==> src/rtl/sfw_pkg.sv <==
package sfw_pkg;

   // Interrupt sources; the value is the bit position in the clear register.
   typedef enum logic [1:0] {
      SRC_RX_READY  = 2'd0,
      SRC_TX_ROOM   = 2'd1,
      SRC_RX_NFULL  = 2'd2,
      SRC_TX_NEMPTY = 2'd3
   } src_e;

   localparam int NUM_SRC = 4;

   // Control register, packed so that bit 0 is fifo_en.
   typedef struct packed {
      logic tx_mark;
      logic rx_mark;
      logic clr_sel;
      logic tx_ie;
      logic rx_ie;
      logic fifo_en;
   } ctrl_t;

endpackage

==> src/rtl/sfw_buf.sv <==
module sfw_buf #(
   parameter int CAP_BITS = 64,
   parameter int DATA_W   = 16,
   parameter int SMALL_W  = 8,
   localparam int LVL_W   = $clog2(CAP_BITS + 1)
) (
   input  logic              clk,
   input  logic              rst_n,
   input  logic              fifo_en,
   input  logic              wide,
   input  logic              flush_i,
   input  logic              push_i,
   input  logic [DATA_W-1:0] push_data,
   input  logic              pop_i,
   output logic [DATA_W-1:0] pop_data,
   output logic [LVL_W-1:0]  level_o,
   output logic              full_o,
   output logic              ovf_o
);

   localparam int DEPTH = CAP_BITS / SMALL_W;
   localparam int PTR_W = $clog2(DEPTH);
   localparam int CNT_W = $clog2(DEPTH + 1);

   if ((DEPTH & (DEPTH - 1)) != 0 || DEPTH < 2) begin : g_bad_depth
      $error("sfw_buf: CAP_BITS/SMALL_W must be a power of two >= 2");
   end
   if (DATA_W != 2 * SMALL_W || (CAP_BITS % DATA_W) != 0) begin : g_bad_width
      $error("sfw_buf: DATA_W must be 2*SMALL_W and divide CAP_BITS");
   end

   logic [DATA_W-1:0] mem [DEPTH];
   logic [DEPTH-1:0]  wide_q;
   logic [PTR_W-1:0]  rd_ptr, wr_ptr;
   logic [CNT_W-1:0]  count_q;
   logic [LVL_W-1:0]  level_q;
   logic              ovf_q;

   logic [LVL_W-1:0]  push_bits, pop_bits;
   logic              full, do_push, do_pop;

   assign push_bits = wide ? LVL_W'(DATA_W) : LVL_W'(SMALL_W);
   assign pop_bits  = wide_q[rd_ptr] ? LVL_W'(DATA_W) : LVL_W'(SMALL_W);

   always_comb begin
      if (fifo_en)
         full = ({1'b0, level_q} + {1'b0, push_bits}) > (LVL_W + 1)'(CAP_BITS);
      else
         full = (count_q != '0);
   end

   assign do_push = push_i && !full;
   assign do_pop  = pop_i && (count_q != '0);

   always_ff @(posedge clk) begin
      if (do_push && !flush_i) begin
         mem[wr_ptr]    <= push_data;
      end
   end

   always_ff @(posedge clk or negedge rst_n) begin
      if (!rst_n) begin
         rd_ptr  <= '0;
         wr_ptr  <= '0;
         count_q <= '0;
         level_q <= '0;
         ovf_q   <= 1'b0;
         wide_q  <= '0;
      end else if (flush_i) begin
         rd_ptr  <= '0;
         wr_ptr  <= '0;
         count_q <= '0;
         level_q <= '0;
         ovf_q   <= 1'b0;
      end else begin
         if (do_push) begin
            wide_q[wr_ptr] <= wide;
            wr_ptr         <= wr_ptr + PTR_W'(1);
         end
         if (do_pop) rd_ptr <= rd_ptr + PTR_W'(1);
         if (push_i && full) ovf_q <= 1'b1;
         count_q <= count_q + CNT_W'(do_push) - CNT_W'(do_pop);
         level_q <= level_q + (do_push ? push_bits : '0) - (do_pop ? pop_bits : '0);
      end
   end

   assign pop_data = mem[rd_ptr];
   assign level_o  = level_q;
   assign full_o   = full;
   assign ovf_o    = ovf_q;

   AST_LEVEL_CAP: assert property (@(posedge clk) disable iff (!rst_n)
      level_q <= LVL_W'(CAP_BITS));
   AST_NO_OVERFLOW: assert property (@(posedge clk) disable iff (!rst_n)
      push_i && full && !pop_i && !flush_i |=> $stable(level_q) && ovf_q);
   AST_SINGLE_ENTRY: assert property (@(posedge clk) disable iff (!rst_n)
      !fifo_en |-> count_q <= CNT_W'(1));
   AST_FLUSH_EMPTY: assert property (@(posedge clk) disable iff (!rst_n)
      flush_i |=> level_q == '0 && count_q == '0 && !ovf_q);

endmodule

==> src/rtl/sfw_irq_src.sv <==
module sfw_irq_src (
   input  logic clk,
   input  logic rst_n,
   input  logic latch_mode,
   input  logic flag_i,
   input  logic clr_i,
   output logic active_o
);

   logic flag_q, lat_q, rise;

   assign rise = flag_i && !flag_q;

   always_ff @(posedge clk or negedge rst_n) begin
      if (!rst_n) begin
         flag_q <= 1'b0;
         lat_q  <= 1'b0;
      end else begin
         flag_q <= flag_i;
         if (latch_mode) lat_q <= (lat_q && !clr_i) || rise;
         else            lat_q <= 1'b0;
      end
   end

   assign active_o = latch_mode ? lat_q : flag_i;

   AST_SET_WINS: assert property (@(posedge clk) disable iff (!rst_n)
      latch_mode && flag_i && !flag_q |=> lat_q);
   AST_LATCH_HOLD: assert property (@(posedge clk) disable iff (!rst_n)
      latch_mode && lat_q && !clr_i |=> lat_q);

endmodule

==> src/rtl/spi_fifo_irq.sv <==
module spi_fifo_irq
   import sfw_pkg::*;
#(
   parameter int CAP_BITS = 64,
   parameter int DATA_W   = 16,
   parameter int SMALL_W  = 8,
   localparam int LVL_W   = $clog2(CAP_BITS + 1)
) (
   input  logic              clk,
   input  logic              rst_n,
   input  logic              reg_addr,
   input  logic              reg_we,
   input  logic [7:0]        reg_wdata,
   output logic [7:0]        reg_rdata,
   input  logic              frame16,
   input  logic              rdy_ie,
   input  logic              room_ie,
   input  logic              tx_push,
   input  logic [DATA_W-1:0] tx_wdata,
   input  logic              tx_pop,
   output logic [DATA_W-1:0] tx_rdata,
   input  logic              rx_push,
   input  logic [DATA_W-1:0] rx_wdata,
   input  logic              rx_pop,
   output logic [DATA_W-1:0] rx_rdata,
   output logic [LVL_W-1:0]  tx_level,
   output logic [LVL_W-1:0]  rx_level,
   output logic              tx_near_empty,
   output logic              rx_near_full,
   output logic              tx_ovf,
   output logic              rx_ovf,
   output logic              irq
);

   localparam int TX_MARK_LO = CAP_BITS / 4;
   localparam int TX_MARK_HI = CAP_BITS / 2;
   localparam int RX_MARK_LO = (CAP_BITS * 3) / 4;
   localparam int RX_MARK_HI = CAP_BITS / 2;

   if (CAP_BITS % 4 != 0) begin : g_bad_cap
      $error("spi_fifo_irq: CAP_BITS must be a multiple of 4");
   end

   ctrl_t ctrl_q;
   logic  ctrl_wr, flush;
   logic  unused_wdata_hi;
   logic  tx_full, unused_rx_full;
   logic [NUM_SRC-1:0] flag, act, en, clr;

   assign ctrl_wr = reg_we && (reg_addr == 1'b0);
   assign flush   = ctrl_wr && ctrl_q.fifo_en && !reg_wdata[0];
   assign unused_wdata_hi = ^reg_wdata[7:6];

   always_ff @(posedge clk or negedge rst_n) begin
      if (!rst_n)       ctrl_q <= '0;
      else if (ctrl_wr) ctrl_q <= ctrl_t'(reg_wdata[5:0]);
   end

   assign reg_rdata = (reg_addr == 1'b0) ? {2'b00, ctrl_q} : 8'h00;
   assign clr = (reg_we && reg_addr) ? reg_wdata[NUM_SRC-1:0] : '0;

   sfw_buf #(.CAP_BITS(CAP_BITS), .DATA_W(DATA_W), .SMALL_W(SMALL_W)) u_txbuf (
      .clk, .rst_n,
      .fifo_en   (ctrl_q.fifo_en),
      .wide      (frame16),
      .flush_i   (flush),
      .push_i    (tx_push),
      .push_data (tx_wdata),
      .pop_i     (tx_pop),
      .pop_data  (tx_rdata),
      .level_o   (tx_level),
      .full_o    (tx_full),
      .ovf_o     (tx_ovf)
   );

   sfw_buf #(.CAP_BITS(CAP_BITS), .DATA_W(DATA_W), .SMALL_W(SMALL_W)) u_rxbuf (
      .clk, .rst_n,
      .fifo_en   (ctrl_q.fifo_en),
      .wide      (frame16),
      .flush_i   (flush),
      .push_i    (rx_push),
      .push_data (rx_wdata),
      .pop_i     (rx_pop),
      .pop_data  (rx_rdata),
      .level_o   (rx_level),
      .full_o    (unused_rx_full),
      .ovf_o     (rx_ovf)
   );

   assign tx_near_empty = tx_level <= (ctrl_q.tx_mark ? LVL_W'(TX_MARK_HI) : LVL_W'(TX_MARK_LO));
   assign rx_near_full  = rx_level >= (ctrl_q.rx_mark ? LVL_W'(RX_MARK_HI) : LVL_W'(RX_MARK_LO));

   always_comb begin
      flag[SRC_RX_READY]  = (rx_level != '0);
      flag[SRC_TX_ROOM]   = !tx_full;
      flag[SRC_RX_NFULL]  = rx_near_full;
      flag[SRC_TX_NEMPTY] = tx_near_empty;
      en[SRC_RX_READY]    = rdy_ie;
      en[SRC_TX_ROOM]     = room_ie;
      en[SRC_RX_NFULL]    = ctrl_q.rx_ie && ctrl_q.fifo_en;
      en[SRC_TX_NEMPTY]   = ctrl_q.tx_ie && ctrl_q.fifo_en;
   end

   for (genvar i = 0; i < NUM_SRC; i++) begin : g_src
      sfw_irq_src u_src (
         .clk, .rst_n,
         .latch_mode (ctrl_q.clr_sel),
         .flag_i     (flag[i]),
         .clr_i      (clr[i]),
         .active_o   (act[i])
      );
   end

   assign irq = |(act & en);

   AST_WM_GATED: assert property (@(posedge clk) disable iff (!rst_n)
      !ctrl_q.fifo_en && !rdy_ie && !room_ie |-> !irq);

endmodule

==> config.mk <==
export PLATFORM = sky130hd
export DESIGN_NAME = spi_fifo_irq
export DESIGN_NICKNAME = d
export VERILOG_FILES = /design/src/rtl/sfw_pkg.sv /design/src/rtl/sfw_buf.sv /design/src/rtl/sfw_irq_src.sv /design/src/rtl/spi_fifo_irq.sv
export SDC_FILE = /design/constraint.sdc
export NUM_CORES = 1
export LEC_CHECK = 0
export ABC_AREA = 1
export BUFFER_PORTS_ARGS = -buffer_cell sky130_fd_sc_hd__buf_2
export CAP_MARGIN = 20
export CORE_MARGIN = 8
export CORE_UTILIZATION = 60
export DETAILED_ROUTE_END_ITERATION = 7
export HOLD_SLACK_MARGIN = 0.08
export PLACE_DENSITY = 0.82
export SYNTH_ARGS = -nofsm -noshare
export SYNTH_HDL_FRONTEND = slang
export SYNTH_SLANG_ARGS = --single-unit
export TNS_END_PERCENT = 1
==> constraint.sdc <==
create_clock -name clk -period 6.5 [get_ports clk]
set_input_delay 1.3 -clock clk [delete_from_list [all_inputs] [get_ports clk]]
set_output_delay 1.3 -clock clk [all_outputs]
set_load 0.01 [all_outputs]
==> results of run 1 <==
-- stage by stage --
| stage | utilization [%] | power, uW | cells | hold WS [ns] | setup WS [ns] |
|---|---|---|---|---|---|
| after global routing | 69.68 | 7858 | 1663 | 0.5106 | 1.423 |
| after CTS | 69.55 | 7382 | 1661 | 0.4860 | 1.629 |
| final | 69.68 | 7361 | 1663 | 0.4842 | 1.677 |
| after detailed placement | 64.69 | 5462 | 1599 | 0.4691 | 1.550 |
| after floorplan | - | 4645 | 1253 | 0.4484 | 2.138 |
| after global placement | 64.69 | 5334 | 1599 | 0.4645 | 1.653 |
-- final cells by class --
cell class                 count  area, sq um  area share, %
sequential                   318         9241          58.40
multi-input combinational    767         4016          25.38
clock buffer                  39        869.6          5.495
timing repair buffer         126        713.2          4.507
inverter                     104        390.4          2.467
tap                          285        356.6          2.254
clock inverter                23        234.0          1.479
antenna                        1        2.502        0.01581
-- logic make-up (layout without fill, tap and decap cells) --
group,Yosys count,after routing,synth area share (%)
DFF,318,318,66.24
buffers and inverters,168,292,5.096
adders and majority gates,42,42,4.198
and+or+nand+nor,432,432,12.79
AOI/OAI and AO/OA,282,282,11.33
other,1,7,0.02689
xor gates and xnor gates,5,5,0.3140
-- worst reg2reg max path, stage by stage, from the launching register on --
cell                       delay [ns]
sky130_fd_sc_hd__dfrtp_2         0.34
sky130_fd_sc_hd__buf_4           0.55
sky130_fd_sc_hd__clkinv_1        0.35
sky130_fd_sc_hd__buf_4           0.40
sky130_fd_sc_hd__a21oi_1         0.22
sky130_fd_sc_hd__o21ai_0         0.10
sky130_fd_sc_hd__nand2_1         0.09
sky130_fd_sc_hd__inv_1           0.05
sky130_fd_sc_hd__o21ai_0         0.29
sky130_fd_sc_hd__nor2_1          0.11
sky130_fd_sc_hd__fa_1            0.53
sky130_fd_sc_hd__inv_1           0.07
sky130_fd_sc_hd__ha_1            0.29
sky130_fd_sc_hd__nor2_1          0.05
sky130_fd_sc_hd__o21a_1          0.17
sky130_fd_sc_hd__nor2_1          0.13
sky130_fd_sc_hd__o21ai_0         0.10
sky130_fd_sc_hd__a21oi_1         0.13
-- placed cells by master (no fill, tap or decap), types with 6 or more instances in the layout --
| cell type | n |
|---|---|
| sky130_fd_sc_hd__o22ai_1 | 34 |
| sky130_fd_sc_hd__inv_1 | 92 |
| sky130_fd_sc_hd__a31oi_1 | 33 |
| sky130_fd_sc_hd__clkinv_1 | 12 |
| sky130_fd_sc_hd__o21ai_2 | 7 |
| sky130_fd_sc_hd__clkinv_2 | 6 |
| sky130_fd_sc_hd__fa_1 | 8 |
| sky130_fd_sc_hd__o21ai_0 | 155 |
| sky130_fd_sc_hd__clkbuf_16 | 34 |
| sky130_fd_sc_hd__nand2_1 | 88 |
| sky130_fd_sc_hd__edfxtp_1 | 256 |
| sky130_fd_sc_hd__nand3_1 | 26 |
| sky130_fd_sc_hd__o21bai_1 | 8 |
| sky130_fd_sc_hd__a21oi_1 | 25 |
| sky130_fd_sc_hd__buf_4 | 24 |
| sky130_fd_sc_hd__inv_2 | 7 |
| sky130_fd_sc_hd__conb_1 | 6 |
| sky130_fd_sc_hd__nor2_1 | 296 |
| sky130_fd_sc_hd__dfrtp_1 | 60 |
| sky130_fd_sc_hd__o21ai_1 | 8 |
| sky130_fd_sc_hd__ha_1 | 34 |
| sky130_fd_sc_hd__buf_2 | 101 |
-- synthesized netlist by cell type --
library cell	n	area share, %
sky130_fd_sc_hd__a211oi_1	2	0.11
sky130_fd_sc_hd__a21o_1	2	0.11
sky130_fd_sc_hd__a21oi_1	25	0.90
sky130_fd_sc_hd__a2bb2oi_1	1	0.063
sky130_fd_sc_hd__a31oi_1	33	1.5
sky130_fd_sc_hd__buf_1	2	0.054
sky130_fd_sc_hd__buf_12	1	0.14
sky130_fd_sc_hd__buf_2	17	0.61
sky130_fd_sc_hd__buf_4	8	0.43
sky130_fd_sc_hd__buf_6	1	0.081
sky130_fd_sc_hd__clkbuf_1	33	0.89
sky130_fd_sc_hd__clkbuf_2	1	0.036
sky130_fd_sc_hd__clkbuf_4	1	0.054
sky130_fd_sc_hd__clkinv_1	4	0.11
sky130_fd_sc_hd__conb_1	1	0.027
sky130_fd_sc_hd__dfrtp_1	62	11
sky130_fd_sc_hd__edfxtp_1	256	55
sky130_fd_sc_hd__fa_1	8	1.1
sky130_fd_sc_hd__ha_1	34	3.1
sky130_fd_sc_hd__inv_1	93	2.5
sky130_fd_sc_hd__inv_2	7	0.19
sky130_fd_sc_hd__nand2_1	88	2.4
sky130_fd_sc_hd__nand2_2	2	0.090
sky130_fd_sc_hd__nand2_4	1	0.081
sky130_fd_sc_hd__nand3_1	26	0.93
sky130_fd_sc_hd__nand3_2	5	0.36
sky130_fd_sc_hd__nand3b_1	2	0.11
sky130_fd_sc_hd__nand4_1	1	0.045
sky130_fd_sc_hd__nand4_4	2	0.31
sky130_fd_sc_hd__nor2_1	296	8.0
sky130_fd_sc_hd__nor2_2	1	0.045
sky130_fd_sc_hd__nor2_4	2	0.16
sky130_fd_sc_hd__nor2_8	1	0.14
sky130_fd_sc_hd__nor3_1	4	0.14
sky130_fd_sc_hd__o211ai_1	1	0.054
sky130_fd_sc_hd__o21a_1	4	0.22
sky130_fd_sc_hd__o21ai_0	155	5.6
sky130_fd_sc_hd__o21ai_1	8	0.29
sky130_fd_sc_hd__o21ai_2	7	0.44
sky130_fd_sc_hd__o21bai_1	8	0.43
sky130_fd_sc_hd__o21bai_2	2	0.16
sky130_fd_sc_hd__o22ai_1	34	1.5
sky130_fd_sc_hd__or2_1	1	0.045
sky130_fd_sc_hd__xnor2_1	2	0.13
sky130_fd_sc_hd__xor2_1	3	0.19
-- where the power goes --
part | switching [uW] | total [uW] | internal [uW] | leakage (uW)
clock network | 768 | 1900 | 1130 | 0.000536
logic | 1840 | 2840 | 999 | 0.00261
registers | 130 | 2620 | 2490 | 0.00306
-- worst max path at each step --
stage,start,endpoint,slack [ns]
after floorplan,frame16,u_txbuf.level_o[6]$_DFF_PN0_,2.14
after global placement,frame16,u_txbuf.level_o[6]$_DFF_PN0_,1.65
after detailed placement,frame16,u_txbuf.level_o[5]$_DFF_PN0_,1.55
after CTS,frame16,irq,1.63
after global routing,frame16,irq,1.42
final,frame16,irq,1.68
-- per-layer routing --
metal	vias to the layer above	share of wire (%)	wire length [um]	global-route usage, %
li1	4505	-	-	-
met1	4555	40	12020	25.21
met2	378	49	14740	36.11
met3	76	7.3	2181	4.187
met4	2	3.1	928	9.045
met5	-	0.027	8	0
-- registers in the layout, indices dropped and copies added (netlist names) --
signal / count
u_rxbuf.rd_ptr: 3
u_txbuf.level_o: 5
u_rxbuf.wr_ptr: 3
u_rxbuf.level_o: 5
u_txbuf.count_q: 4
u_rxbuf.count_q: 4
u_txbuf.rd_ptr: 3
u_rxbuf.wide_q: 8
g_src.u_src.flag_q: 4
ctrl_q: 6
g_src.u_src.lat_q: 4
u_txbuf.mem: 128
u_rxbuf.ovf_o: 1
u_txbuf.wide_q: 8
u_txbuf.wr_ptr: 3
u_rxbuf.mem: 128
u_txbuf.ovf_o: 1
==> run_summary.xml, run 1 <==
<?xml version="1.0" encoding="UTF-8"?>
<metrics>
  <group name="worst_setup_path">
    <metric name="cp-end-kind" unit="">output pin</metric>
    <metric name="criticalPathCategory" unit="">input port to output pin</metric>
    <metric name="critical_path_peak_fanout" unit="">21</metric>
    <metric name="worst_ep_arrival" unit="ns">3.52</metric>
    <metric name="critical_path.max_stage_delay" unit="ns">0.40</metric>
    <metric name="critPathTopFamily" unit="">buffers and inverters</metric>
    <metric name="crit_cells" unit="">14</metric>
    <metric name="path_depth_of_the_worst_reg2reg_path" unit="">17</metric>
    <metric name="crit_required" unit="ns">5.20</metric>
    <metric name="regToRegEndpoint" unit="">u_rxbuf.level_o[5]$_DFF_PN0_</metric>
    <metric name="cp_slowest_cell" unit="">sky130_fd_sc_hd__fa_1</metric>
    <metric name="dominant_cell_type_by_count_on_the_critical_path" unit="">sky130_fd_sc_hd__nand2_1</metric>
    <metric name="r2r_start" unit="">u_rxbuf.rd_ptr[0]$_DFFE_PN0P_</metric>
    <metric name="setup.worst_path.start_class" unit="">input port</metric>
    <metric name="r2r_slack" unit="ns">2.46</metric>
    <metric name="crit_path_cell_trace" unit="">buf_2, inv_1, ha_1, inv_1, fa_1, nand3b_1, a21oi_1, nand2_1, nand3_2, nand2_1, nand2_1, o211ai_1, nand2_1, buf_2</metric>
    <metric name="critical_path_buf_inv_count" unit="">4</metric>
  </group>
  <group name="final_layout">
    <metric name="drive_gt1_share" unit="%">15.11</metric>
    <metric name="nNetsFinal" unit="">1444</metric>
    <metric name="area.growth.synth_to_final" unit="%">13.46</metric>
    <metric name="n_fill_cell" unit="">1553</metric>
    <metric name="fin_area" unit="sq um">15820</metric>
  </group>
  <group name="logic_synthesis">
    <metric name="synth.distinct_cells" unit="">45</metric>
    <metric name="syn_inst" unit="">1248</metric>
    <metric name="synth_sequential_area_ratio" unit="%">66.24</metric>
    <metric name="yosysWarnings" unit="">0</metric>
    <metric name="ys_ff_latch" unit="">318</metric>
    <metric name="netlist_area" unit="sq um">13950</metric>
    <metric name="synth.avg_cell_area" unit="sq um">11.18</metric>
  </group>
  <group name="route">
    <metric name="antenna_left" unit="">0</metric>
    <metric name="initialDrtViolationCount" unit="">839</metric>
    <metric name="mean_number_of_vias_per_cell" unit="">5.722</metric>
    <metric name="routed_via_count" unit="">9516</metric>
    <metric name="drt_pass1_iterations" unit="">5</metric>
    <metric name="drt-total-wl" unit="um">29880</metric>
    <metric name="route.detailed.wl_per_inst" unit="um">17.97</metric>
    <metric name="total_drc_errors_in_the_routed_layout" unit="">0</metric>
  </group>
  <group name="cts">
    <metric name="clk-insertion-delay-late" unit="ns">0.52</metric>
    <metric name="htree_num_levels" unit="">2</metric>
    <metric name="cts.reportedPaths.clkPinSlew" unit="ns">0.06</metric>
    <metric name="tritoncts_clock_tree" unit="">done</metric>
    <metric name="cts-root-buf" unit="">sky130_fd_sc_hd__clkbuf_16</metric>
    <metric name="postCtsHoldBufs" unit="">0</metric>
    <metric name="cts-buffers-inserted" unit="">34</metric>
    <metric name="cts.path.max_buffers" unit="">3</metric>
    <metric name="post_cts.repair.setup_buffers" unit="">0</metric>
    <metric name="cts.sinks" unit="">318</metric>
    <metric name="cts_resized" unit="">0</metric>
  </group>
  <group name="hold_path">
    <metric name="worstHoldEndpoint" unit="">u_txbuf.wide_q[1]$_DFFE_PN0P_</metric>
    <metric name="cell_depth_of_the_worst_min_delay_path" unit="">2</metric>
    <metric name="holdCritPathClass" unit="">flop to flop</metric>
    <metric name="worst_hold_path_startpoint" unit="">u_txbuf.wide_q[1]$_DFFE_PN0P_</metric>
  </group>
  <group name="sta">
    <metric name="timing.final.hold_violations" unit="">0</metric>
    <metric name="maxClockFrequency" unit="MHz">207.4</metric>
    <metric name="fin_worst_skew" unit="ns">0.02230</metric>
    <metric name="post-route-min-period" unit="ns">4.823</metric>
    <metric name="timing.final.setup_violations" unit="">0</metric>
    <metric name="final_max_slew_viol_count" unit="">0</metric>
    <metric name="max_slew_margin" unit="%">27.56</metric>
    <metric name="finalSetupTns" unit="ns">0</metric>
    <metric name="actual_slew_at_the_worst_max_slew_pin" unit="ns">1.087</metric>
    <metric name="unrepaired_setup_endpoints_after_global_routing" unit="">false</metric>
    <metric name="period_share" unit="%">74.20</metric>
  </group>
  <group name="global_route">
    <metric name="grt_remaining_overflow" unit="">0</metric>
    <metric name="grt_first_pass_wirelength" unit="um">47560</metric>
    <metric name="number_of_antenna_violations_at_the_first_check_in_global_routing" unit="">2</metric>
    <metric name="grt_pass1_vias" unit="">9474</metric>
    <metric name="grt_start_max_net_pins" unit="">71</metric>
    <metric name="grt_usage" unit="%">20.90</metric>
  </group>
  <group name="floorplanning">
    <metric name="std_cell_rows" unit="">55</metric>
    <metric name="ioPinCount" unit="">110</metric>
    <metric name="die_width" unit="um">168.5</metric>
    <metric name="initial_core_util" unit="%">61.42</metric>
    <metric name="design.core.area" unit="sq um">22710</metric>
    <metric name="die_h" unit="um">168.5</metric>
    <metric name="die_area" unit="sq um">28380</metric>
  </group>
  <group name="power_and_ir_drop">
    <metric name="p_leak" unit="uW">0.006202</metric>
    <metric name="power_per_cell_area" unit="nW/um^2">465.2</metric>
    <metric name="peakVddDrop" unit="V">0.0003160</metric>
  </group>
  <group name="place">
    <metric name="post-dp-hpwl" unit="um">17410</metric>
    <metric name="gpl.final_weighted_congestion" unit="">0.8117</metric>
    <metric name="placedInstanceArea" unit="sq um">14690</metric>
    <metric name="portBuffers" unit="">101</metric>
  </group>
  <group name="run">
    <metric name="maximum_capacitance_violations" unit="">0</metric>
  </group>
  <group name="status">
    <metric name="status" unit="">complete, no violations</metric>
  </group>
</metrics>
No activity file was read; power rests on OpenSTA's default activity.
==> inputs of run 2 (changes only) <==
- ABC_AREA: 1 -> 0
- CORE_UTILIZATION: 60 -> 54
- PLACE_DENSITY: 0.82 -> 0.78
- clock period: 6.5 -> 3.9 ns (I/O delays scaled with it)
==> run 2 against run 1 <==
  * Sequential power increased by 69%
  * Hold slack worse by 0.25 ns
  * Power rose by 57%
  * Via count shrank 25%
  * Register-to-register slack worse by 2.0 ns
  * Sequential share of layout area is 0.088 points higher
  * First-iteration DRC count decreased by 63%
  * Synthesized cell count fell by 38%
==> run_summary.xml, run 2 <==
<?xml version="1.0" encoding="UTF-8"?>
<metrics>
  <group name="status">
    <metric name="status" unit="">complete, no violations</metric>
  </group>
  <group name="sta">
    <metric name="timing.final.setup_violations" unit="">0</metric>
    <metric name="maxClockFrequency" unit="MHz">280.9</metric>
    <metric name="fin_worst_skew" unit="ns">0.01566</metric>
    <metric name="period_share" unit="%">91.29</metric>
    <metric name="post-route-min-period" unit="ns">3.560</metric>
    <metric name="unrepaired_setup_endpoints_after_global_routing" unit="">false</metric>
    <metric name="max_slew_margin" unit="%">56.42</metric>
    <metric name="final_max_slew_viol_count" unit="">0</metric>
    <metric name="actual_slew_at_the_worst_max_slew_pin" unit="ns">0.6537</metric>
    <metric name="timing.final.hold_violations" unit="">0</metric>
    <metric name="setup_slack" unit="ns">0.3396</metric>
  </group>
  <group name="hold_path">
    <metric name="holdCritPathClass" unit="">input port to asynchronous set/reset pin</metric>
  </group>
  <group name="worst_setup_path">
    <metric name="criticalPathCategory" unit="">input port to flop</metric>
    <metric name="crit_path_cell_trace" unit="">buf_2, clkinvlp_4, ha_1, inv_1, fa_1, nor3b_1, o211ai_1, nor3_1, a211o_1, nand2_1, fa_1, inv_1, ha_1, o21ai_0, nand2b_1, a21oi_1, xor2_1, nor2_1</metric>
    <metric name="crit_required" unit="ns">4.28</metric>
    <metric name="cp_slowest_cell" unit="">sky130_fd_sc_hd__fa_1</metric>
    <metric name="critical_path_buf_inv_count" unit="">4</metric>
    <metric name="path_depth_of_the_worst_reg2reg_path" unit="">15</metric>
    <metric name="worst_ep_arrival" unit="ns">3.94</metric>
    <metric name="critical_path.max_stage_delay" unit="ns">0.49</metric>
    <metric name="crit_cells" unit="">18</metric>
    <metric name="critPathTopFamily" unit="">adder cells</metric>
    <metric name="critical_path_peak_fanout" unit="">5</metric>
    <metric name="setup.worst_path.start_class" unit="">input port</metric>
    <metric name="cp-end-kind" unit="">flop</metric>
  </group>
  <group name="place">
    <metric name="portBuffers" unit="">101</metric>
    <metric name="placed_cells" unit="">1212</metric>
    <metric name="post-dp-hpwl" unit="um">16280</metric>
    <metric name="gpl.final_weighted_congestion" unit="">0.8087</metric>
    <metric name="placedInstanceArea" unit="sq um">14720</metric>
    <metric name="place_ws" unit="ns">-0.1700</metric>
  </group>
  <group name="logic_synthesis">
    <metric name="synth_top_flop_cell" unit="">sky130_fd_sc_hd__edfxtp_1</metric>
    <metric name="post_synth_most_frequent_cells" unit="">256 x sky130_fd_sc_hd__edfxtp_1, 68 x sky130_fd_sc_hd__mux4_2, 62 x sky130_fd_sc_hd__dfrtp_1, 47 x sky130_fd_sc_hd__inv_1, 44 x sky130_fd_sc_hd__mux2_2</metric>
    <metric name="netlist_area" unit="sq um">13640</metric>
    <metric name="synth.distinct_cells" unit="">56</metric>
    <metric name="synth.avg_cell_area" unit="sq um">17.49</metric>
    <metric name="yosysTopAreaCell" unit="">sky130_fd_sc_hd__edfxtp_1</metric>
    <metric name="yosysWarnings" unit="">0</metric>
    <metric name="syn_inst" unit="">780</metric>
    <metric name="synth_edf_count" unit="">256</metric>
    <metric name="synth_top_area_share" unit="%">56.36</metric>
    <metric name="synth_sequential_area_ratio" unit="%">67.74</metric>
    <metric name="asyncSetResetFlopFracSynth" unit="%">19.50</metric>
    <metric name="post-synth-top-count-cell" unit="">sky130_fd_sc_hd__edfxtp_1</metric>
    <metric name="ys_ff_latch" unit="">318</metric>
    <metric name="top_cells_by_area_in_the_synthesized_netlist" unit="">sky130_fd_sc_hd__edfxtp_1 56%, sky130_fd_sc_hd__dfrtp_1 11%, sky130_fd_sc_hd__mux4_2 11%, sky130_fd_sc_hd__mux2_2 3.6%, sky130_fd_sc_hd__ha_1 3.1%</metric>
  </group>
  <group name="final_layout">
    <metric name="commonest_cells_after_routing_fill_and_taps_aside" unit="">256 x sky130_fd_sc_hd__edfxtp_1, 101 x sky130_fd_sc_hd__buf_2, 68 x sky130_fd_sc_hd__mux4_2, 60 x sky130_fd_sc_hd__dfrtp_1, 46 x sky130_fd_sc_hd__inv_1</metric>
    <metric name="nNetsFinal" unit="">1011</metric>
    <metric name="area.growth.synth_to_final" unit="%">15.84</metric>
    <metric name="drive_gt1_share" unit="%">34.75</metric>
    <metric name="final_cells" unit="">1274</metric>
    <metric name="antenna-diode-count" unit="">0</metric>
    <metric name="layout_top_registers" unit="">u_rxbuf.mem (128), u_txbuf.mem (128)</metric>
    <metric name="layout_commonest_cell" unit="">sky130_fd_sc_hd__edfxtp_1</metric>
    <metric name="fin_area" unit="sq um">15800</metric>
    <metric name="final_design_utilization" unit="%">63.29</metric>
  </group>
  <group name="route">
    <metric name="mean_number_of_vias_per_cell" unit="">5.605</metric>
    <metric name="total_drc_errors_in_the_routed_layout" unit="">0</metric>
    <metric name="initialDrtViolationCount" unit="">313</metric>
    <metric name="routed_via_count" unit="">7141</metric>
    <metric name="drt_pass1_iterations" unit="">4</metric>
    <metric name="route.detailed.wl_per_inst" unit="um">20.88</metric>
    <metric name="drt-total-wl" unit="um">26600</metric>
    <metric name="antenna_left" unit="">0</metric>
  </group>
  <group name="power_and_ir_drop">
    <metric name="total_power" unit="uW">11590</metric>
    <metric name="power_per_cell_area" unit="nW/um^2">733.3</metric>
    <metric name="p_leak" unit="uW">0.005961</metric>
    <metric name="peakVddDrop" unit="V">0.0005277</metric>
  </group>
  <group name="global_route">
    <metric name="grt_first_pass_wirelength" unit="um">42130</metric>
    <metric name="number_of_antenna_violations_at_the_first_check_in_global_routing" unit="">1</metric>
    <metric name="grt_pass1_vias" unit="">7628</metric>
    <metric name="grt_usage" unit="%">17.48</metric>
    <metric name="grt_start_max_net_pins" unit="">35</metric>
    <metric name="grt_remaining_overflow" unit="">0</metric>
  </group>
  <group name="cts">
    <metric name="post_cts.repair.setup_buffers" unit="">0</metric>
    <metric name="cts-buffers-inserted" unit="">34</metric>
    <metric name="cts-root-buf" unit="">sky130_fd_sc_hd__clkbuf_16</metric>
    <metric name="cts_resized" unit="">0</metric>
    <metric name="htree_num_levels" unit="">2</metric>
    <metric name="cts.sinks" unit="">318</metric>
    <metric name="cts.reportedPaths.clkPinSlew" unit="ns">0.06</metric>
    <metric name="clk-insertion-delay-late" unit="ns">0.51</metric>
    <metric name="cts.path.max_buffers" unit="">3</metric>
    <metric name="postCtsHoldBufs" unit="">0</metric>
    <metric name="tritoncts_clock_tree" unit="">done</metric>
  </group>
  <group name="floorplanning">
    <metric name="ioPinCount" unit="">110</metric>
    <metric name="std_cell_rows" unit="">58</metric>
    <metric name="die_h" unit="um">174.9</metric>
    <metric name="die_area" unit="sq um">30600</metric>
    <metric name="die_width" unit="um">174.9</metric>
    <metric name="initial_core_util" unit="%">54.64</metric>
    <metric name="design.core.area" unit="sq um">24960</metric>
  </group>
  <group name="run">
    <metric name="maximum_capacitance_violations" unit="">0</metric>
  </group>
</metrics>
run 2: path summary, 6_finish.rpt:
check / from / slack [ns] / end
worst max-delay path: frame16 / 0.34 / u_rxbuf.level_o[6]$_DFF_PN0_
worst min-delay path: rst_n / 0.24 / u_txbuf.level_o[2]$_DFF_PN0_
worst max register to register: u_rxbuf.level_o[4]$_DFF_PN0_ / 0.47 / u_rxbuf.level_o[6]$_DFF_PN0_
worst min register to register: u_rxbuf.ovf_o$_DFFE_PN0P_ / 0.49 / u_rxbuf.ovf_o$_DFFE_PN0P_
max in group asynchronous: rst_n / 2.93 / u_rxbuf.rd_ptr[0]$_DFFE_PN0P_
min in group clk: reg_wdata[4] / 0.49 / ctrl_q[4]$_DFFE_PN0P_
run 2: cell families (layout without fill, tap and decap cells):
logic type / count (synthesis) / in the layout / synth area share (%)
xor gates and xnor gates: 16 / 16 / 1.027
adders and majority gates: 42 / 42 / 4.293
muxes: 124 / 124 / 15.91
and+or+nand+nor: 138 / 138 / 5.614
other: 1 / 6 / 0.02749
buffers and inverters: 90 / 249 / 2.807
DFF: 318 / 318 / 67.74
AOI/OAI and AO/OA: 51 / 51 / 2.587
run 2: final cells by class:
cell class	count	area, sq um
multi-input combinational	377	4054
inverter	49	187.7
sequential	318	9241
timing repair buffer	138	820.8
clock inverter	20	172.7
fill	1790	9164
clock buffer	42	910.9
tap	330	412.9
run 2: metal layers:
| metal | global-route usage (%) | up-vias | part of all wire (%) |
|---|---|---|---|
| met5 | 0 | - | 0.049 |
| met4 | 4.133 | 2 | 1.4 |
| met3 | 3.712 | 30 | 5.6 |
| met2 | 28.99 | 171 | 50 |
| met1 | 23.41 | 3693 | 43 |
| li1 | - | 3245 | - |
run 2: power by group:
part	total, uW	switching, uW	internal (uW)
registers	4440	330	4110
logic	4060	2040	2020
clock network	3090	1280	1810
total	11600	3640	7940
run 2: stage by stage:
step / hold WS, ns / setup TNS [ns]
global route: 0.2752 / 0
detailed placement: 0.4734 / -0.3459
CTS: 0.2442 / 0
global placement: 0.4700 / -0.1131
floorplan: 0.4587 / 0
finish: 0.2363 / 0
==> inputs of run 3 (changes only) <==
- ABC_CLOCK_PERIOD_IN_PS: default -> 3900
- CORE_ASPECT_RATIO: default -> 0.8
- CORE_UTILIZATION: 54 -> 56
- CTS_BUF_LIST: default -> sky130_fd_sc_hd__clkbuf_4
- PLACE_DENSITY: 0.78 -> 0.8
==> run 3 against run 2 <==
  * First-iteration DRC count increased by 49%
  * Maximum frequency is 1.6% lower
  * Hold slack gained 0.064 ns
  * Clock skew rose by 0.028 ns
  * Non-clock buffer count grew 3
  * Critical path depth decreased by 8
  * Via count rose by 4.1%
  * Largest cell class unchanged
  * Highest routed layer is now met4
==> run_summary.xml, run 3 (synthesis results as in run 2) <==
<?xml version="1.0" encoding="UTF-8"?>
<metrics>
  <group name="power_and_ir_drop">
    <metric name="peakVddDrop" unit="V">0.0005858</metric>
    <metric name="total_power" unit="uW">11280</metric>
    <metric name="power_per_cell_area" unit="nW/um^2">716.5</metric>
    <metric name="p_leak" unit="uW">0.006031</metric>
  </group>
  <group name="sta">
    <metric name="post-route-min-period" unit="ns">3.620</metric>
    <metric name="final_max_slew_viol_count" unit="">0</metric>
    <metric name="timing.final.setup_violations" unit="">0</metric>
    <metric name="maxClockFrequency" unit="MHz">276.3</metric>
    <metric name="period_share" unit="%">92.82</metric>
    <metric name="setup_slack" unit="ns">0.2801</metric>
    <metric name="actual_slew_at_the_worst_max_slew_pin" unit="ns">0.6032</metric>
    <metric name="unrepaired_setup_endpoints_after_global_routing" unit="">false</metric>
    <metric name="finalSetupTns" unit="ns">0</metric>
    <metric name="fin_worst_skew" unit="ns">0.04385</metric>
    <metric name="max_slew_margin" unit="%">59.79</metric>
    <metric name="timing.final.hold_violations" unit="">0</metric>
  </group>
  <group name="worst_setup_path">
    <metric name="regToRegEndpoint" unit="">u_rxbuf.level_o[6]$_DFF_PN0_</metric>
    <metric name="crit_required" unit="ns">3.12</metric>
    <metric name="r2r_slack" unit="ns">0.43</metric>
    <metric name="setup.worst_path.start_class" unit="">flop</metric>
    <metric name="critical_path_peak_fanout" unit="">11</metric>
    <metric name="criticalPathCategory" unit="">flop to output pin</metric>
    <metric name="worst_ep_arrival" unit="ns">2.84</metric>
    <metric name="path_depth_of_the_worst_reg2reg_path" unit="">16</metric>
    <metric name="r2r_start" unit="">u_rxbuf.level_o[3]$_DFF_PN0_</metric>
    <metric name="cp-end-kind" unit="">output pin</metric>
  </group>
  <group name="final_layout">
    <metric name="layout_commonest_cell" unit="">sky130_fd_sc_hd__edfxtp_1</metric>
    <metric name="area.growth.synth_to_final" unit="%">15.38</metric>
    <metric name="layout_top_registers" unit="">u_rxbuf.mem (128), u_txbuf.mem (128)</metric>
    <metric name="final_cells" unit="">1344</metric>
    <metric name="nNetsFinal" unit="">1058</metric>
    <metric name="final_design_utilization" unit="%">65.25</metric>
    <metric name="drive_gt1_share" unit="%">38.67</metric>
    <metric name="commonest_cells_after_routing_fill_and_taps_aside" unit="">256 x sky130_fd_sc_hd__edfxtp_1, 109 x sky130_fd_sc_hd__clkbuf_4, 101 x sky130_fd_sc_hd__buf_2, 68 x sky130_fd_sc_hd__mux4_2, 60 x sky130_fd_sc_hd__dfrtp_1</metric>
  </group>
  <group name="place">
    <metric name="post-dp-hpwl" unit="um">16540</metric>
    <metric name="gpl.final_weighted_congestion" unit="">0.8202</metric>
    <metric name="portBuffers" unit="">101</metric>
    <metric name="place_ws" unit="ns">-0.1859</metric>
    <metric name="placed_cells" unit="">1201</metric>
  </group>
  <group name="global_route">
    <metric name="grt_first_pass_wirelength" unit="um">41900</metric>
    <metric name="grt_remaining_overflow" unit="">0</metric>
    <metric name="grt_pass1_vias" unit="">7850</metric>
    <metric name="number_of_antenna_violations_at_the_first_check_in_global_routing" unit="">1</metric>
    <metric name="grt_usage" unit="%">18.34</metric>
    <metric name="grt_start_max_net_pins" unit="">47</metric>
  </group>
  <group name="floorplanning">
    <metric name="die_h" unit="um">155.6</metric>
    <metric name="die_area" unit="sq um">29640</metric>
    <metric name="design.core.area" unit="sq um">24120</metric>
    <metric name="std_cell_rows" unit="">51</metric>
    <metric name="initial_core_util" unit="%">56.55</metric>
    <metric name="ioPinCount" unit="">110</metric>
    <metric name="die_width" unit="um">190.5</metric>
  </group>
  <group name="route">
    <metric name="initialDrtViolationCount" unit="">465</metric>
    <metric name="drt-total-wl" unit="um">26870</metric>
    <metric name="total_drc_errors_in_the_routed_layout" unit="">0</metric>
    <metric name="routed_via_count" unit="">7431</metric>
    <metric name="mean_number_of_vias_per_cell" unit="">5.529</metric>
    <metric name="route.detailed.wl_per_inst" unit="um">19.99</metric>
    <metric name="antenna_left" unit="">0</metric>
    <metric name="drt_pass1_iterations" unit="">4</metric>
  </group>
  <group name="cts">
    <metric name="clk-insertion-delay-late" unit="ns">0.70</metric>
    <metric name="cts_resized" unit="">0</metric>
    <metric name="cts.reportedPaths.clkPinSlew" unit="ns">0.07</metric>
    <metric name="post_cts.repair.setup_buffers" unit="">0</metric>
    <metric name="cts-root-buf" unit="">sky130_fd_sc_hd__clkbuf_4</metric>
    <metric name="cts.sinks" unit="">318</metric>
    <metric name="cts.path.max_buffers" unit="">3</metric>
    <metric name="tritoncts_clock_tree" unit="">done</metric>
    <metric name="htree_num_levels" unit="">3</metric>
    <metric name="cts-buffers-inserted" unit="">78</metric>
  </group>
  <group name="hold_path">
    <metric name="cell_depth_of_the_worst_min_delay_path" unit="">3</metric>
    <metric name="holdCritPathClass" unit="">input port to flop</metric>
    <metric name="worstHoldEndpoint" unit="">ctrl_q[4]$_DFFE_PN0P_</metric>
    <metric name="worst_hold_path_startpoint" unit="">reg_wdata[4]</metric>
  </group>
  <group name="status">
    <metric name="status" unit="">complete, no violations</metric>
  </group>
  <group name="run">
    <metric name="maximum_capacitance_violations" unit="">0</metric>
  </group>
</metrics>
==> run 3: changes by cell type in the layout (fill, tap and decap cells not counted), moves of 3 or more <==
cell	change
sky130_fd_sc_hd__clkbuf_4	+109
sky130_fd_sc_hd__clkbuf_8	-3
sky130_fd_sc_hd__clkbuf_1	-5
sky130_fd_sc_hd__clkbuf_16	-34
sky130_fd_sc_hd__clkinv_2	-4
sky130_fd_sc_hd__clkinv_1	+16
==> run 3: worst max path at each step <==
stage | from | end | slack, ns | depth (start not counted)
global route | u_rxbuf.level_o[3]$_DFF_PN0_ | u_rxbuf.level_o[6]$_DFF_PN0_ | 0.07 | 16
CTS | u_txbuf.rd_ptr[0]$_DFFE_PN0P_ | tx_rdata[12] | 0.22 | 4
global placement | frame16 | u_rxbuf.level_o[6]$_DFF_PN0_ | -0.05 | 18
finish | u_txbuf.level_o[4]$_DFF_PN0_ | irq | 0.28 | 10
detailed placement | frame16 | u_rxbuf.level_o[6]$_DFF_PN0_ | -0.19 | 18
floorplan | frame16 | u_txbuf.level_o[6]$_DFF_PN0_ | 0.05 | 19
==> run 3: critical path: stages (launching register included) <==
cell and delay [ns]:
sky130_fd_sc_hd__dfrtp_1 0.43, sky130_fd_sc_hd__ha_1 0.29, sky130_fd_sc_hd__a21oi_1 0.23, sky130_fd_sc_hd__xor2_1 0.19, sky130_fd_sc_hd__o221a_2 0.25, sky130_fd_sc_hd__a21oi_4 0.07, sky130_fd_sc_hd__inv_2 0.06, sky130_fd_sc_hd__buf_4 0.17
sky130_fd_sc_hd__nand2_1 0.06, sky130_fd_sc_hd__o21ai_0 0.21, sky130_fd_sc_hd__buf_2 0.18
==> run 3: stage by stage <==
stage	hold slack, ns	instance area [sq um]
2_1_floorplan	0.4587	13660
3_3_place_gp	0.4676	14700
3_5_place_dp	0.4812	14700
4_1_cts	0.2626	15700
5_1_grt	0.2842	15740
6_report	0.3004	15740
==> run 3: final cells by class <==
type | instances | area (sq um)
well taps | 318 | 397.9
clock inverters | 30 | 187.7
inverters | 49 | 187.7
flip-flops and latches | 318 | 9241
diodes | 2 | 5.005
repair buffers | 141 | 845.8
clock buffers | 109 | 818.3
fillers | 1687 | 8383
multi-input cells | 377 | 4054
==> run 3: power by group <==
group | total (uW) | internal, uW | switching (uW) | leakage (uW)
Clock | 2730 | 1440 | 1300 | 0.000587
Sequential | 4450 | 4110 | 339 | 0.00307
Combinational | 4090 | 2040 | 2050 | 0.00237
==> run 3: layer usage <==
| layer | track usage [%] | part of all wire (%) | vias to the layer above | wire length, um |
|---|---|---|---|---|
| li1 | - | - | 3414 | - |
| met1 | 24.59 | 43 | 3754 | 11670 |
| met2 | 28.98 | 48 | 228 | 13020 |
| met3 | 4.915 | 6.7 | 35 | 1801 |
| met4 | 5.973 | 1.4 | 0 | 376 |
| met5 | 0 | 0 | - | 0 |
==> run 3: timing repair <==
| item | 4_1_cts | 5_1_grt |
|---|---|---|
| hold buffers | 0 | 1 |
| hold endpoints to repair | 0 | 11 |
| setup endpoints to repair | 0 | 0 |
